<file path="src/rtl/sfc_pkg.sv">
package sfc_pkg;

  typedef enum logic [1:0] {
    SEL_OFF  = 2'b00,
    SEL_SET1 = 2'b01,
    SEL_SET2 = 2'b10,
    SEL_PAIR = 2'b11
  } sel_e;

  // Decode the full mode word; only the low two bits choose the match style.
  function automatic sel_e decode_sel(input logic [3:0] m);
    sel_e s;
    casez (m)
      4'b??01: s = SEL_SET1;
      4'b??10: s = SEL_SET2;
      4'b??11: s = SEL_PAIR;
      default: s = SEL_OFF;
    endcase
    return s;
  endfunction

  // A stop hit beats a resume hit on the same byte.
  function automatic logic resume_wins(input logic on_raw, input logic off_raw);
    return on_raw && !off_raw;
  endfunction

endpackage

</file>
<file path="src/rtl/sfc_matcher.sv">
module sfc_matcher
  import sfc_pkg::*;
#(
  parameter int DATA_W = 8
) (
  input  logic              clk,
  input  logic              rst_n,
  input  logic              rx_valid,
  input  logic [DATA_W-1:0] rx_data,
  input  logic [DATA_W-1:0] xon_a,
  input  logic [DATA_W-1:0] xon_b,
  input  logic [DATA_W-1:0] xoff_a,
  input  logic [DATA_W-1:0] xoff_b,
  input  sel_e              sel,
  output logic              xon_hit,
  output logic              xoff_hit
);

  logic arm_on, arm_off;
  logic on_raw, off_raw;
  logic eq_on_a, eq_on_b, eq_off_a, eq_off_b;

  assign eq_on_a  = (rx_data == xon_a);
  assign eq_on_b  = (rx_data == xon_b);
  assign eq_off_a = (rx_data == xoff_a);
  assign eq_off_b = (rx_data == xoff_b);

  always_comb begin
    on_raw  = 1'b0;
    off_raw = 1'b0;
    unique case (sel)
      SEL_SET1: begin on_raw = eq_on_a;          off_raw = eq_off_a;          end
      SEL_SET2: begin on_raw = eq_on_b;          off_raw = eq_off_b;          end
      SEL_PAIR: begin on_raw = arm_on && eq_on_b; off_raw = arm_off && eq_off_b; end
      default:  begin on_raw = 1'b0;             off_raw = 1'b0;              end
    endcase
  end

  assign xoff_hit = rx_valid && off_raw;
  assign xon_hit  = rx_valid && resume_wins(on_raw, off_raw);

  // Partial-match state for pair mode: any byte either completes,
  // re-arms, or cancels the partial match.
  always_ff @(posedge clk or negedge rst_n) begin
    if (!rst_n) begin
      arm_on  <= 1'b0;
      arm_off <= 1'b0;
    end else if (sel != SEL_PAIR) begin
      arm_on  <= 1'b0;
      arm_off <= 1'b0;
    end else if (rx_valid) begin
      if (on_raw || off_raw) begin
        arm_on  <= 1'b0;
        arm_off <= 1'b0;
      end else begin
        arm_on  <= eq_on_a;
        arm_off <= eq_off_a;
      end
    end
  end

  a_r10_single_event: assert property (@(posedge clk) disable iff (!rst_n)
    !(xon_hit && xoff_hit));

  a_r9_no_arm_outside_pair: assert property (@(posedge clk) disable iff (!rst_n)
    (sel != SEL_PAIR) |=> !(arm_on || arm_off) || (sel == SEL_PAIR));

endmodule

</file>
<file path="src/rtl/sfc_halt_ctrl.sv">
module sfc_halt_ctrl (
  input  logic clk,
  input  logic rst_n,
  input  logic enable,
  input  logic xon_hit,
  input  logic xoff_hit,
  input  logic tx_boundary,
  input  logic irq_clr,
  output logic tx_halt,
  output logic xoff_irq
);

  logic stop_wait;

  always_ff @(posedge clk or negedge rst_n) begin
    if (!rst_n) begin
      stop_wait <= 1'b0;
      tx_halt   <= 1'b0;
    end else if (!enable || xon_hit) begin
      stop_wait <= 1'b0;
      tx_halt   <= 1'b0;
    end else begin
      if (xoff_hit)
        stop_wait <= 1'b1;
      if (tx_boundary && (stop_wait || xoff_hit))
        tx_halt <= 1'b1;
    end
  end

  always_ff @(posedge clk or negedge rst_n) begin
    if (!rst_n)
      xoff_irq <= 1'b0;
    else if (xoff_hit)
      xoff_irq <= 1'b1;
    else if (irq_clr)
      xoff_irq <= 1'b0;
  end

  a_r2_rise_at_boundary: assert property (@(posedge clk) disable iff (!rst_n)
    $rose(tx_halt) |-> $past(tx_boundary));

  a_r4_resume_clears: assert property (@(posedge clk) disable iff (!rst_n)
    xon_hit |=> !tx_halt);

  a_r6_irq_set: assert property (@(posedge clk) disable iff (!rst_n)
    xoff_hit |=> xoff_irq);

  a_r6_irq_sticky: assert property (@(posedge clk) disable iff (!rst_n)
    (xoff_irq && !irq_clr) |=> xoff_irq);

  a_r7_disable_clears: assert property (@(posedge clk) disable iff (!rst_n)
    !enable |=> !tx_halt);

endmodule

</file>
<file path="src/rtl/sfc_xonxoff_ctrl.sv">
module sfc_xonxoff_ctrl
  import sfc_pkg::*;
#(
  parameter int DATA_W = 8
) (
  input  logic              clk,
  input  logic              rst_n,
  input  logic              rx_valid,
  input  logic [DATA_W-1:0] rx_data,
  input  logic [DATA_W-1:0] xon_a,
  input  logic [DATA_W-1:0] xon_b,
  input  logic [DATA_W-1:0] xoff_a,
  input  logic [DATA_W-1:0] xoff_b,
  input  logic [3:0]        mode,
  input  logic              tx_boundary,
  input  logic              irq_clr,
  output logic              tx_halt,
  output logic              xoff_irq,
  output logic              rx_consumed
);

  sel_e sel;
  logic enable;
  logic xon_hit, xoff_hit;

  always_comb sel = decode_sel(mode);
  assign enable = (sel != SEL_OFF);

  sfc_matcher #(.DATA_W(DATA_W)) u_match (
    .clk      (clk),
    .rst_n    (rst_n),
    .rx_valid (rx_valid),
    .rx_data  (rx_data),
    .xon_a    (xon_a),
    .xon_b    (xon_b),
    .xoff_a   (xoff_a),
    .xoff_b   (xoff_b),
    .sel      (sel),
    .xon_hit  (xon_hit),
    .xoff_hit (xoff_hit)
  );

  sfc_halt_ctrl u_halt (
    .clk         (clk),
    .rst_n       (rst_n),
    .enable      (enable),
    .xon_hit     (xon_hit),
    .xoff_hit    (xoff_hit),
    .tx_boundary (tx_boundary),
    .irq_clr     (irq_clr),
    .tx_halt     (tx_halt),
    .xoff_irq    (xoff_irq)
  );

  assign rx_consumed = xon_hit || xoff_hit;

  a_r5_consume_needs_strobe: assert property (@(posedge clk) disable iff (!rst_n)
    rx_consumed |-> rx_valid);

endmodule

</file>
<file path="config.mk">
export PLATFORM = sky130hd
export DESIGN_NAME = sfc_xonxoff_ctrl
export DESIGN_NICKNAME = d
export VERILOG_FILES = /design/src/rtl/sfc_pkg.sv /design/src/rtl/sfc_matcher.sv /design/src/rtl/sfc_halt_ctrl.sv /design/src/rtl/sfc_xonxoff_ctrl.sv
export SDC_FILE = /design/constraint.sdc
export NUM_CORES = 1
export LEC_CHECK = 0
export ABC_AREA = 0
export CAP_MARGIN = 15
export CORE_AREA = 2 2 39 41
export CTS_CLUSTER_DIAMETER = 150
export DETAILED_ROUTE_END_ITERATION = 6
export DIE_AREA = 0 0 41 43
export DONT_BUFFER_PORTS = 1
export HOLD_SLACK_MARGIN = 0.12
export PLACE_DENSITY = 0.76
export SYNTH_ARGS = -nofsm -noshare
export SYNTH_HDL_FRONTEND = slang
export SYNTH_SLANG_ARGS = --single-unit
</file>
<file path="constraint.sdc">
create_clock -name clk -period 2.55 [get_ports clk]
set_input_delay 0.51 -clock clk [delete_from_list [all_inputs] [get_ports clk]]
set_output_delay 0.51 -clock clk [all_outputs]
set_load 0.1 [all_outputs]
</file>
==> results of run 1 <==
## flip-flops by register name, indices dropped and copies added (netlist names)
signal,cells
u_halt.stop_wait,1
u_halt.tx_halt,1
u_halt.xoff_irq,1
u_match.arm_off,1
u_match.arm_on,1
## synthesized netlist by cell type
library cell	number
nor3_1	2
o21ai_0	3
inv_1	4
or2_1	1
clkbuf_1	1
o211ai_1	1
dfrtp_1	5
xnor2_1	23
nand2_1	4
o311a_1	1
a211oi_1	1
nor4_1	3
and3_1	2
o221ai_1	1
nor2_1	2
xor2_1	9
or3_1	1
nand4_1	4
nand3_1	3
o2bb2ai_1	1
nor4_2	1
o41ai_1	2
nor4_4	2
a31oi_1	1
a21oi_1	2
## power groups by stage
stage | Sequential [mW] | Clock (mW) | Combinational [mW]
CTS | 0.0811 | 0.0961 | 0.0732
global route | 0.0811 | 0.0974 | 0.0803
global placement | 0.0823 | 0 | 0.0687
finish | 0.0811 | 0.0924 | 0.0722
floorplan | 0.0822 | 0 | 0.0645
detailed placement | 0.0823 | 0 | 0.0702
## layout make-up
| cell class | count | area share [%] |
|---|---|---|
| tap | 16 | 2.606 |
| timing repair buffer | 3 | 4.886 |
| sequential | 5 | 16.29 |
| clock buffer | 4 | 3.420 |
| multi-input combinational | 70 | 70.85 |
| inverter | 4 | 1.954 |
## worst max-delay path, stage by stage
cell,delay (ns)
xnor2_1,0.15
nand4_1,0.16
or2_1,0.29
or3_1,0.32
o311a_2,0.16
buf_12,0.17
## layout by cell type (no fill, tap or decap), drive strengths merged
cell type | netlist | final
xnor2 | 23 | 23
xor2 | 9 | 9
nor4 | 6 | 6
dfrtp | 5 | 5
nand4 | 4 | 4
inv | 4 | 4
nand2 | 4 | 4
clkbuf | 1 | 4
nand3 | 3 | 3
o21ai | 3 | 3
a21oi | 2 | 2
nor3 | 2 | 2
nor2 | 2 | 2
o41ai | 2 | 2
and3 | 2 | 2
buf | 0 | 2
or2 | 1 | 1
o211ai | 1 | 1
or3 | 1 | 1
o311a | 1 | 1
a31oi | 1 | 1
o2bb2ai | 1 | 1
a211oi | 1 | 1
o221ai | 1 | 1
dlygate4sd3 | 0 | 1
## metrics by stage
step	std cells	hold WS [ns]	total power, mW	cell area [um^2]	worst slack [ns]
finish	102	0.3724	0.2457	768.2	0.2860
CTS	102	0.3690	0.2504	768.2	0.2861
global placement	97	0.2145	0.1509	732.0	0.3047
detailed placement	97	0.2145	0.1524	732.0	0.2910
global route	102	0.3724	0.2588	768.2	0.2186
floorplan	80	0.2144	0.1467	688.2	0.2876
## per-layer routing
layer / vias to the layer above / global-route usage (%) / routed length [um]
li1: 301 / - / -
met1: 281 / 22.36 / 570
met2: 41 / 31.87 / 765
met3: 4 / 0 / 146
met4: 0 / 12.00 / 21
met5: - / 0 / 0
## cell families after synthesis
kind of cell    after synthesis
compound gates               13
xor+xnor                     32
buf+inv                       5
flops                         5
simple gates                 25
## worst min path at each step
stage	startpoint	to	slack (ns)	cells past startpoint
finish	irq_clr	u_halt.xoff_irq$_DFFE_PN0P_	0.37	1
global route	irq_clr	u_halt.xoff_irq$_DFFE_PN0P_	0.37	1
CTS	irq_clr	u_halt.xoff_irq$_DFFE_PN0P_	0.37	1
detailed placement	rst_n	u_halt.xoff_irq$_DFFE_PN0P_	0.21	0
global placement	rst_n	u_match.arm_on$_DFFE_PN0P_	0.21	0
floorplan	rst_n	u_halt.stop_wait$_DFFE_PN0P_	0.21	0
==> metrics.txt, run 1 <==
status complete, no violations; Area contributors post-synth xnor2_1 (29%), dfrtp_1 (18%), xor2_1 (11%); DR vias approximately 630; CORE AREA between 1000 and 1500 um^2; startpoint types primary input; #FFs+latches synth 5; Clk Latency, worst-skew pair between 0.2 and 0.25 ns; Avg WL per Cell between 10 and 15 um; hold buffers post-CTS 1; boundary pin count 52; Psw between 0.06 and 0.07 mW; Total GRT Usage 19.04%; number of global-route vias before repair between 600 and 700; Final nets roughly 140; largest net degree at the start of global routing 12; storage element area 125.1 um^2; Synth Area in Adders 0%; Max-cap violations 0; Internal approximately 0.18 mW; area of the multi-input gates ~540 um^2; largest family of logic cells by synthesized area XOR/XNOR gates; fraction of layout cells with a size suffix above 1 around a tenth; Pleak about 0.26 nW; crit path from xoff_a[0]; Critical Path AT approximately 1.8 ns; Crit Path Max Fanout 3; clock power share 37.6%; fill count about 130; Vias/cell between 6 and 7; r2r startpoint u_match.arm_off$_DFFE_PN0P_; Max Root-Sink Buffers 2; first-pass GRT wire length ~2.3 mm; mux contribution to synthesized area 0%; fin crit share about nine tenths; post-route minimum period between 2 and 2.5 ns; worst hold path class primary input to flop; worst slew pin tran between 0.9 and 1 ns; Synth top area share between 20% and 30%; root buf cell clkbuf_4; die height about 43 um; critical path type primary input to output pin; Req. time, crit path approximately 2.0 ns; H-tree depth 1; Worst VDD drop 0.0001189 V; Post-Synth Simple-Gate Area between 20 and 25%; R2R depth 5; Fmax about 0.44 GHz; initial antenna violation count 0; # Post-CTS Setup Buffers 0; IO Port Bufs 0; Max Slew Vio Count 0; syn avg cell area 8.586 um^2; sw frac 27.04%; compound-cell area share of the yosys netlist 13.30%; Clock transition at path regs ~0.04 ns; Final Hold Fails 0; Worst Setup EP rx_consumed; register area share after synthesis approximately 18%; cells after synthesis 80; DIE WIDTH about 40 um; initial core utilization 49.64%; unrepaired setup endpoints after global routing no; # clock sinks 5; TritonCTS clock tree done; Synth area leader xnor2_1; Comb power frac 29.4%; sequential share of power about a third; total routed wirelength between 1.5 and 2 mm; power per cell area roughly 320 nW/um^2; Post-DRT Antenna Nets 0; Final Util between 50% and 60%; Crit. End Element output pin; DRT iter0 DRCs 11; Reg2Reg Capture Point u_match.arm_off$_DFFE_PN0P_; Post-Syn Area about 700 um^2; # diodes 0; HPWL Detailed 1.316 mm; syn_nets ~130; Overflow after GRT 0; Synth Warn # 0; Setup Total Neg Slack 0 ns; clock skew approximately 0.0021 ns; Setup-failing EPs final 0; XOR/XNOR Fraction of Synth Area 40.80%; headroom to the max-slew limit about two fifths; Netlist cell types 25; post-CTS sizing 0; # DRC 0; total CTS buffers 3; flop2flop setup slack between 1 and 1.5 ns; Core Rows 14; DR pass1 iterations 4; die area 1763 um^2; Placer Congestion roughly 0.85; Layout area overhead 11.84%
Note: power is estimated with default switching activity, not from simulation.
==> run 2, diff against run 1 <==
- ABC_CLOCK_PERIOD_IN_PS: not set -> 2550
- CTS_CLUSTER_DIAMETER: 150 -> 60
==> results of run 2 <==
Same layout as run 1: the final DEF is identical, and so are final timing and power.
==> run 3, diff against run 2 <==
- RECOVER_POWER: not set -> 25
- SKIP_LAST_GASP: not set -> 1
==> results of run 3 <==
Same layout as run 1: the final DEF is identical, and so are final timing and power.
